===== config.mk =====
export PLATFORM = sky130hd
export DESIGN_NAME = fifo_irq_ctrl
export DESIGN_NICKNAME = d
export VERILOG_FILES = /design/src/rtl/irq_ctrl_pkg.sv /design/src/rtl/irq_event_detect.sv /design/src/rtl/irq_level_cmp.sv /design/src/rtl/irq_flag_bank.sv /design/src/rtl/fifo_irq_ctrl.sv
export SDC_FILE = /design/constraint.sdc
export NUM_CORES = 1
export LEC_CHECK = 0
export BUFFER_PORTS_ARGS = -buffer_cell sky130_fd_sc_hd__buf_4
export CAP_MARGIN = 20
export CORE_ASPECT_RATIO = 2
export CORE_MARGIN = 4
export CORE_UTILIZATION = 30
export DETAILED_ROUTE_END_ITERATION = 12
export PLACE_DENSITY_LB_ADDON = 0.1
export SLEW_MARGIN = 20
export SYNTH_ARGS = -nofsm -noshare
export SYNTH_HDL_FRONTEND = slang
export SYNTH_HIERARCHICAL = 1
export SYNTH_SLANG_ARGS = --single-unit

===== constraint.sdc =====
create_clock -name clk -period 1.7 [get_ports clk]
set_clock_uncertainty 0.05 [all_clocks]
set_input_delay 0.34 -clock clk [delete_from_list [all_inputs] [get_ports clk]]
set_output_delay 0.34 -clock clk [all_outputs]
set_load 0.02 [all_outputs]

===== src/rtl/irq_ctrl_pkg.sv =====
package irq_ctrl_pkg;

    localparam int REG_W        = 32;
    localparam int NUM_STICKY   = 6;

    localparam int POS_TX_LVL   = 0;
    localparam int POS_TX_EMPTY = 1;
    localparam int POS_RX_LVL   = 2;
    localparam int POS_RX_FULL  = 3;
    localparam int POS_DONE     = 11;
    localparam int POS_TX_OVR   = 12;
    localparam int POS_RX_OVR   = 14;
    localparam int POS_RX_UND   = 15;

    localparam logic [REG_W-1:0] IMPL_MASK =
        (32'd1 << POS_TX_LVL)  | (32'd1 << POS_TX_EMPTY) |
        (32'd1 << POS_RX_LVL)  | (32'd1 << POS_RX_FULL)  |
        (32'd1 << POS_DONE)    | (32'd1 << POS_TX_OVR)   |
        (32'd1 << POS_RX_OVR)  | (32'd1 << POS_RX_UND);

    typedef enum logic [1:0] {
        ADDR_STATUS = 2'd0,
        ADDR_ENABLE = 2'd1,
        ADDR_THRESH = 2'd2
    } reg_addr_e;

    // Index 0 is the least significant member (tx_empty).
    typedef struct packed {
        logic rx_und;
        logic rx_ovr;
        logic tx_ovr;
        logic done;
        logic rx_full;
        logic tx_empty;
    } sticky_ev_t;

    function automatic int sticky_pos(input int idx);
        case (idx)
            0:       return POS_TX_EMPTY;
            1:       return POS_RX_FULL;
            2:       return POS_DONE;
            3:       return POS_TX_OVR;
            4:       return POS_RX_OVR;
            default: return POS_RX_UND;
        endcase
    endfunction

    function automatic logic [REG_W-1:0] place_sticky(input logic [NUM_STICKY-1:0] v);
        logic [REG_W-1:0] r;
        r = '0;
        for (int i = 0; i < NUM_STICKY; i++) r[sticky_pos(i)] = v[i];
        return r;
    endfunction

endpackage


===== src/rtl/irq_event_detect.sv =====
module irq_event_detect
    import irq_ctrl_pkg::*;
#(
    parameter int DEPTH = 32,
    parameter int CNT_W = $clog2(DEPTH + 1)
) (
    input  logic             tx_push,
    input  logic             tx_start,
    input  logic             xfer_done,
    input  logic             rx_push,
    input  logic             rx_read,
    input  logic [CNT_W-1:0] tx_count,
    input  logic [CNT_W-1:0] rx_count,
    output sticky_ev_t       ev
);
    localparam logic [CNT_W-1:0] FULL_CNT  = CNT_W'(DEPTH);
    localparam logic [CNT_W-1:0] LAST_SLOT = CNT_W'(DEPTH - 1);

    always_comb begin
        ev          = '0;
        ev.tx_empty = tx_start;
        ev.done     = xfer_done;
        ev.rx_full  = rx_push && (rx_count == LAST_SLOT);
        ev.rx_ovr   = rx_push && (rx_count == FULL_CNT);
        ev.rx_und   = rx_read && (rx_count == '0);
        ev.tx_ovr   = tx_push && (tx_count == FULL_CNT);
    end
endmodule


===== src/rtl/irq_level_cmp.sv =====
module irq_level_cmp #(
    parameter int N     = 2,
    parameter int CNT_W = 6,
    parameter int THR_W = 5
) (
    input  logic [N-1:0][CNT_W-1:0] cnt,
    input  logic [N-1:0][THR_W-1:0] thr,
    output logic [N-1:0]            lvl
);
    localparam int CMP_W = (CNT_W > THR_W) ? CNT_W : THR_W;

    for (genvar g = 0; g < N; g++) begin : g_cmp
        assign lvl[g] = CMP_W'(cnt[g]) >= CMP_W'(thr[g]);
    end
endmodule


===== src/rtl/irq_flag_bank.sv =====
module irq_flag_bank #(
    parameter int N = 6
) (
    input  logic         clk,
    input  logic         rst,
    input  logic [N-1:0] set,
    input  logic [N-1:0] clr,
    output logic [N-1:0] flag
);
    for (genvar g = 0; g < N; g++) begin : g_flag
        always_ff @(posedge clk) begin
            if (rst)         flag[g] <= 1'b0;
            else if (set[g]) flag[g] <= 1'b1;
            else if (clr[g]) flag[g] <= 1'b0;
        end

        a_r4_w1c_clears: assert property (@(posedge clk) disable iff (rst)
            (clr[g] && !set[g]) |=> !flag[g]);
        a_r5_event_wins: assert property (@(posedge clk) disable iff (rst)
            set[g] |=> flag[g]);
    end
endmodule


===== src/rtl/fifo_irq_ctrl.sv =====
module fifo_irq_ctrl
    import irq_ctrl_pkg::*;
#(
    parameter int DEPTH = 32,
    parameter int THR_W = 5,
    parameter int CNT_W = $clog2(DEPTH + 1)
) (
    input  logic             clk,
    input  logic             rst,
    input  logic             wr_en,
    input  logic [1:0]       wr_addr,
    input  logic [31:0]      wr_data,
    input  logic [1:0]       rd_addr,
    output logic [31:0]      rd_data,
    input  logic             tx_push,
    input  logic             tx_start,
    input  logic             xfer_done,
    input  logic             rx_push,
    input  logic             rx_read,
    input  logic [CNT_W-1:0] tx_count,
    input  logic [CNT_W-1:0] rx_count,
    output logic             irq
);
    localparam int RX_THR_LSB = 16;

    sticky_ev_t              ev;
    logic [NUM_STICKY-1:0]   clr_vec;
    logic [NUM_STICKY-1:0]   sticky_q;
    logic [1:0]              lvl;
    logic [1:0][CNT_W-1:0]   cnt_pair;
    logic [1:0][THR_W-1:0]   thr_pair;
    logic [THR_W-1:0]        tx_thr_q, rx_thr_q;
    logic [REG_W-1:0]        en_q;
    logic [REG_W-1:0]        status;
    reg_addr_e               wa, ra;

    assign wa = reg_addr_e'(wr_addr);
    assign ra = reg_addr_e'(rd_addr);

    irq_event_detect #(.DEPTH(DEPTH), .CNT_W(CNT_W)) u_detect (
        .tx_push  (tx_push),
        .tx_start (tx_start),
        .xfer_done(xfer_done),
        .rx_push  (rx_push),
        .rx_read  (rx_read),
        .tx_count (tx_count),
        .rx_count (rx_count),
        .ev       (ev)
    );

    always_comb begin
        for (int i = 0; i < NUM_STICKY; i++)
            clr_vec[i] = wr_en && (wa == ADDR_STATUS) && wr_data[sticky_pos(i)];
    end

    irq_flag_bank #(.N(NUM_STICKY)) u_flags (
        .clk (clk),
        .rst (rst),
        .set (ev),
        .clr (clr_vec),
        .flag(sticky_q)
    );

    assign cnt_pair = {rx_count, tx_count};
    assign thr_pair = {rx_thr_q, tx_thr_q};

    irq_level_cmp #(.N(2), .CNT_W(CNT_W), .THR_W(THR_W)) u_level (
        .cnt(cnt_pair),
        .thr(thr_pair),
        .lvl(lvl)
    );

    always_ff @(posedge clk) begin
        if (rst) begin
            en_q     <= '0;
            tx_thr_q <= '0;
            rx_thr_q <= '0;
        end else if (wr_en) begin
            if (wa == ADDR_ENABLE) en_q <= wr_data & IMPL_MASK;
            if (wa == ADDR_THRESH) begin
                tx_thr_q <= wr_data[THR_W-1:0];
                rx_thr_q <= wr_data[RX_THR_LSB +: THR_W];
            end
        end
    end

    always_comb begin
        status             = place_sticky(sticky_q);
        status[POS_TX_LVL] = lvl[0];
        status[POS_RX_LVL] = lvl[1];
    end

    always_ff @(posedge clk) begin
        if (rst) irq <= 1'b0;
        else     irq <= |(status & en_q);
    end

    always_comb begin
        rd_data = '0;
        case (ra)
            ADDR_STATUS: rd_data = status;
            ADDR_ENABLE: rd_data = en_q;
            ADDR_THRESH: begin
                rd_data[THR_W-1:0]           = tx_thr_q;
                rd_data[RX_THR_LSB +: THR_W] = rx_thr_q;
            end
            default:     rd_data = '0;
        endcase
    end

    a_r2_unused_bits_zero: assert property (@(posedge clk) disable iff (rst)
        (ra != ADDR_THRESH) |-> ((rd_data & ~IMPL_MASK) == '0));
    a_r6_overrun_at_full: assert property (@(posedge clk) disable iff (rst)
        (rx_push && rx_count == CNT_W'(DEPTH)) |=> sticky_q[4]);
    a_r7_underrun_on_empty: assert property (@(posedge clk) disable iff (rst)
        (rx_read && rx_count == '0) |=> sticky_q[5]);
    a_r10_irq_quiet_when_masked: assert property (@(posedge clk) disable iff (rst)
        $past(en_q == '0) |-> !irq);
endmodule


==> flow_metrics.py, run 1 <==
metrics = {
    "run_status": {
        "outcome": "finished with violations",
        "violations": "negative setup slack",
    },
    "yosys": {
        "syn_area_sq_um": 1670,
        "syn_area_per_cell_sq_um": 8.76,
        "yosysSeqAreaShare": 0.299,
        "synth_edf_count": 0,
        "syn_inst": 191,
        "synth-seq-cells": 25,
        "ys_warn_count": 6,
        "async_flop_share": 0,
        "ys_types": 34,
        "synthFlopType": "dfxtp_1",
    },
    "clocking": {
        "cts_tree": "done",
        "cts_root_buf": "clkbuf_8",
        "cts.sinks": 25,
        "path_clk_slew_ns": 0.09,
        "cts_hold_buffers": 0,
        "clock_path_buffers": 2,
        "numCtsBuffers": 3,
        "worstSkewPairLatency_ns": 0.26,
        "htree_num_levels": 1,
    },
    "sta": {
        "fin_crit_ns": 2.09,
        "fin_crit_sh": 1.23,
        "hold_viol": 0,
        "fin_ws_ns": -0.390,
        "final_max_slew_viol_count": 0,
        "setup_violations": 2,
        "fmax_ghz": 0.478,
        "rsz0062_at_grt": "true",
    },
    "route": {
        "via_count": 1446,
        "post_drt_wl_per_cell_um": 12.9,
        "routed_wl_mm": 4.17,
        "dr.pass1.iters": 3,
        "vias_per_cell": 4.49,
        "ant_nets": 0,
        "drc_errors": 0,
        "drt_iter0_markers": 10,
    },
    "floorplanning": {
        "die_w_um": 60.8,
        "num_rows": 38,
        "dieArea_sq_um": 6910,
        "core_sq_um": 5420,
        "io-pin-count": 89,
        "die_h_um": 114,
        "start_util": 0.309,
    },
    "place": {
        "place_congestion": 0.712,
        "place_inst": 316,
        "dp.final_hpwl_mm": 3.48,
        "dpl-instance-area_sq_um": 2200,
        "io_buffers": 52,
    },
    "final_layout": {
        "stdcell_area_sq_um": 2310,
        "layout.cells.non_filler": 322,
        "area_growth_pct": 37.8,
        "fin_nets": 329,
        "antenna-diode-count": 0,
        "fill_cells": 588,
        "drive_gt1_frac": 0.420,
        "fin_util": 0.426,
    },
    "worst_setup_path": {
        "reg2reg_depth": 8,
        "critPathLaunch": "rx_thr_q[3]",
        "crit_path_end_kind": "output pin",
        "r2r_start": "rx_thr_q[3]",
        "critPathMaxFanout": 2,
        "reg2reg_slack_ns": 0.01,
        "r2r-end": "irq",
        "start_kind": "register",
        "crit_type": "register to output pin",
        "crit_path_end": "rd_data[2]",
        "worstPathRequired_ns": 1.31,
        "crit_arrival_ns": 1.70,
    },
    "job": {
        "drv_cap": 0,
    },
    "global_routing": {
        "grt_usage": 0.124,
        "antenna_found_initial": 0,
        "grt_pass1_vias": 1431,
        "grt_first_pass_wirelength_mm": 6.45,
        "grt_max_degree": 26,
        "grt.overflow.total": 0,
    },
    "power_and_ir_drop": {
        "leakage_nw": 1.15,
        "irDropWorstVdd_mv": 0.346,
        "power.density_nw_per_um2": 563,
    },
    "hold_path": {
        "min_path_type": "input port to register",
    },
}
## sequential cells by signal (all words and copies together) (netlist names)
name          flops
irq               1
rx_thr_q          5
u_flags/flag      6
en_q              8
tx_thr_q          5
## worst min path at each step
| stage | startpoint | endpoint | slack (ns) | depth (start not counted) |
|---|---|---|---|---|
| CTS | wr_data[20] | rx_thr_q[4] | 0.25 | 3 |
| detailed placement | u_flags/flag[5] | u_flags/flag[5] | 0.45 | 2 |
| floorplan | rst | u_flags/flag[0] | 0.36 | 1 |
| finish | wr_data[20] | rx_thr_q[4] | 0.25 | 3 |
| global placement | u_flags/flag[5] | u_flags/flag[5] | 0.44 | 2 |
| global route | wr_data[17] | rx_thr_q[1] | 0.25 | 3 |
## cells in the mapped netlist (4+ instances only)
library cell  number  area [sq um]
mux2i_1           26           260
dfxtp_1           25           500
nor2_1            22          82.6
buf_4             21           158
inv_1             16          60.1
ha_1              10           125
a21oi_1            8          40.0
nand2_1            7          26.3
and2_1             6          37.5
and2_2             6          45.0
nand2b_4           6          82.6
a22oi_1            4          30.0
o21ai_0            4          20.0
## metal layers
layer / up-vias / global-route usage / wire length, um
li1: 739 / - / -
met1: 664 / 0.126 / 1430
met4: 0 / 0.0434 / 43
met2: 41 / 0.242 / 2440
met5: - / 0 / 0
met3: 2 / 0.0147 / 257
## placed cells by master (no fill, tap or decap), types with 3 or more instances in the layout
cell type | Yosys | routed
nand2b_4 | 6 | 6
conb_1 | 1 | 18
ha_1 | 10 | 8
o21ai_2 | 0 | 3
and2_2 | 6 | 6
nor2_1 | 22 | 22
nor4_1 | 3 | 3
dfxtp_2 | 0 | 5
nand2_1 | 7 | 7
inv_1 | 16 | 13
a21oi_1 | 8 | 8
inv_2 | 0 | 3
nand2b_1 | 3 | 3
clkbuf_8 | 0 | 3
dfxtp_1 | 25 | 20
mux2i_1 | 26 | 26
and2_1 | 6 | 6
buf_4 | 21 | 74
## per-stage QoR
| stage | power, W | TNS, ns | worst slack [ns] | hold WS, ns |
|---|---|---|---|---|
| CTS | 0.00133 | -0.921 | -0.453 | 0.246 |
| global route | 0.00139 | -1.08 | -0.508 | 0.251 |
| floorplan | 0.000840 | -0.0138 | -0.0138 | 0.359 |
| global placement | 0.000955 | -0.840 | -0.317 | 0.445 |
| detailed placement | 0.000957 | -0.832 | -0.330 | 0.449 |
| finish | 0.00130 | -0.761 | -0.390 | 0.252 |
## layout make-up
cell class | instances | area (sq um) | share of cell area
timing repair buffer | 76 | 578 | 0.251
sequential | 25 | 507 | 0.220
clock buffer | 4 | 45.0 | 0.0195
inverter | 16 | 60.1 | 0.0260
multi-input combinational | 141 | 1040 | 0.452
tap | 60 | 75.1 | 0.0325
## worst max-delay path: stages (launching register included)
cell	delay [ns]
dfxtp_2	0.34
inv_2	0.04
ha_4	0.20
a21o_1	0.16
a211oi_2	0.17
o21ai_1	0.13
mux2i_1	0.17
o21ai_2	0.08
buf_6	0.13
## cells by family after synthesis
kind of cell    share of synthesized area
simple gates                        0.231
buf+inv                             0.152
flops                               0.299
compound gates                     0.0860
fa+ha+maj                          0.0747
other cells                       0.00224
mux                                 0.155
## report_power, final
part / switching (W) / leakage (nW) / internal, W
logic: 0.000165 / 0.922 / 0.000168
registers: 0.0000155 / 0.206 / 0.000606
clock network: 0.000177 / 0.0228 / 0.000167
total: 0.000358 / 1.15 / 0.000941
## what timing repair did
item	4_1_cts	5_1_grt
pin swaps	8	6
hold endpoints to repair	0	0
gates resized for setup	10	4
gates cloned	0	0
buffers inserted	2	2
setup endpoints to repair	3	3
(Power assumes the default switching activity.)
==> run 2: changes to the inputs <==
--- a/constraint.sdc
+++ b/constraint.sdc
@@ -4,2 +4,2 @@
 set_output_delay 0.34 -clock clk [all_outputs]
-set_load 0.02 [all_outputs]
+set_load 0.05 [all_outputs]
==> run 2 against run 1 <==
Effect of this change: the run still ends with negative setup slack left; maximum frequency decreased by 4.7%; utilization increased by 0.25 points; routed wire length increased by 2.1%; global-route usage increased by 0.60 points; die area unchanged; clock power increased by 3%; register-to-register slack about the same; final cell count decreased by 0.62%; critical path type unchanged; critical endpoint unchanged; largest cell class unchanged; highest routed layer unchanged.
==> flow_metrics.py, run 2 (same netlist as run 1, synthesis figures left out) <==
metrics = {
    "power_and_ir_drop": {
        "power_switching_share": 0.320,
        "power_frac_comb": 0.298,
        "leakage_nw": 1.15,
        "intPower_w": 0.000943,
        "clkPwrFrac": 0.255,
        "seqPwrFrac": 0.448,
        "irDropWorstVdd_mv": 0.442,
        "switchingPower_w": 0.000444,
        "power.density_nw_per_um2": 597,
    },
    "route": {
        "drc_errors": 0,
        "vias_per_cell": 4.42,
        "dr.pass1.iters": 4,
        "ant_nets": 0,
        "post_drt_wl_per_cell_um": 13.3,
        "via_count": 1413,
        "drt_iter0_markers": 29,
        "routed_wl_mm": 4.26,
    },
    "clocking": {
        "numCtsBuffers": 3,
        "worstSkewPairLatency_ns": 0.27,
        "clock_path_buffers": 2,
        "cts_root_buf": "clkbuf_8",
        "htree_num_levels": 1,
        "cts.sinks": 25,
        "cts_hold_buffers": 0,
        "path_clk_slew_ns": 0.09,
        "cts_tree": "done",
    },
    "worst_setup_path": {
        "critPathMaxFanout": 2,
        "crit_type": "register to output pin",
        "crit_arrival_ns": 1.80,
        "crit_path_end_kind": "output pin",
        "worstPathRequired_ns": 1.31,
        "start_kind": "register",
    },
    "floorplanning": {
        "dieArea_sq_um": 6910,
        "io-pin-count": 89,
        "die_h_um": 114,
        "start_util": 0.309,
        "num_rows": 38,
        "core_sq_um": 5420,
        "die_w_um": 60.8,
    },
    "hold_path": {
        "min_path_type": "input port to register",
    },
    "sta": {
        "fmax_ghz": 0.456,
        "fin_setup_tns_ns": -0.929,
        "setup_violations": 2,
        "rsz0062_at_grt": "true",
        "final_max_slew_viol_count": 0,
        "fin_ws_ns": -0.494,
        "fin_crit_sh": 1.29,
        "holdWs_ns": 0.247,
        "hold_viol": 0,
        "fin_crit_ns": 2.19,
    },
    "final_layout": {
        "antenna-diode-count": 0,
        "drive_gt1_frac": 0.419,
        "fin_nets": 327,
        "area_growth_pct": 38.6,
        "regMostFlops": "en_q",
        "stdcell_area_sq_um": 2320,
        "final_common_cell": "buf_4",
        "largest_reg_flops": 8,
        "reg_top3": "en_q x8, u_flags/flag x6",
        "final_cell_mix": "72 x buf_4, 26 x mux2i_1, 22 x nor2_1",
    },
    "place": {
        "dp.final_hpwl_mm": 3.52,
        "place_congestion": 0.705,
        "dp_slack_ns": -0.446,
        "io_buffers": 52,
        "dpl-instance-area_sq_um": 2220,
    },
    "run_status": {
        "outcome": "finished with violations",
        "violations": "negative setup slack",
    },
    "global_routing": {
        "antenna_found_initial": 0,
        "grt.overflow.total": 0,
        "grt_max_degree": 26,
        "grt_usage": 0.130,
        "grt_first_pass_wirelength_mm": 6.71,
        "grt_pass1_vias": 1406,
    },
    "job": {
        "drv_cap": 0,
    },
}
run 2: changes by cell type in the layout (fill, tap and decap cells not counted), moves of 2 or more:
cell     previous run  this run
buf_4              74        72
ha_1                8         6
o21ai_0             2         0
o21ai_4             0         2
run 2: what timing repair did:
item | CTS | global route
buffers inserted | 4 | 1
pin swaps | 6 | 3
gates resized for setup | 12 | 3
setup endpoints to repair | 3 | 3
run 2: power by group through the flow:
stage / combinational [W] / clock, W / sequential, W
after floorplan: 0.000287 / 0 / 0.000636
after global placement: 0.000404 / 0 / 0.000634
after detailed placement: 0.000405 / 0 / 0.000634
after CTS: 0.000422 / 0.000375 / 0.000621
after global routing: 0.000450 / 0.000392 / 0.000624
final: 0.000413 / 0.000353 / 0.000621
run 2: final timing paths:
| kind | start | end | slack [ns] | depth (start not counted) |
|---|---|---|---|---|
| max | rx_thr_q[3] | rd_data[2] | -0.49 | 8 |
| min | wr_data[17] | rx_thr_q[1] | 0.25 | 3 |
| max reg2reg | tx_thr_q[3] | irq | 0.02 | 8 |
| min reg2reg | u_flags/flag[5] | u_flags/flag[5] | 0.46 | 2 |
run 2: layout make-up:
type                    instances  area, sq um
multi-input cells             141         1070
flip-flops and latches         25          507
clock buffers                   4         45.0
inverters                      16         60.1
well taps                      60         75.1
repair buffers                 74          563
fillers                       592         3100
run 2: critical path, stage by stage (launching register included):
cell,delay (ns)
dfxtp_2,0.34
inv_2,0.05
ha_4,0.21
a21o_1,0.16
a211oi_2,0.21
o21ai_1,0.13
mux2i_1,0.23
o21ai_4,0.07
buf_6,0.15
run 2: routing by layer:
layer	routed length, um	GRT usage	vias to the layer above	part of all wire
met2	2440	0.242	42	0.57
met4	44	0.0478	0	0.010
met3	252	0.0113	2	0.059
met5	0	0	-	0
li1	-	-	739	-
met1	1520	0.145	630	0.36
run 2: metrics by stage:
stage          total power (W)  std cells  utilization
2_1_floorplan         0.000922        208            -
3_3_place_gp           0.00104        316        0.410
3_5_place_dp           0.00104        316        0.410
4_1_cts                0.00142        322        0.429
5_1_grt                0.00147        320        0.428
6_report               0.00139        320        0.428
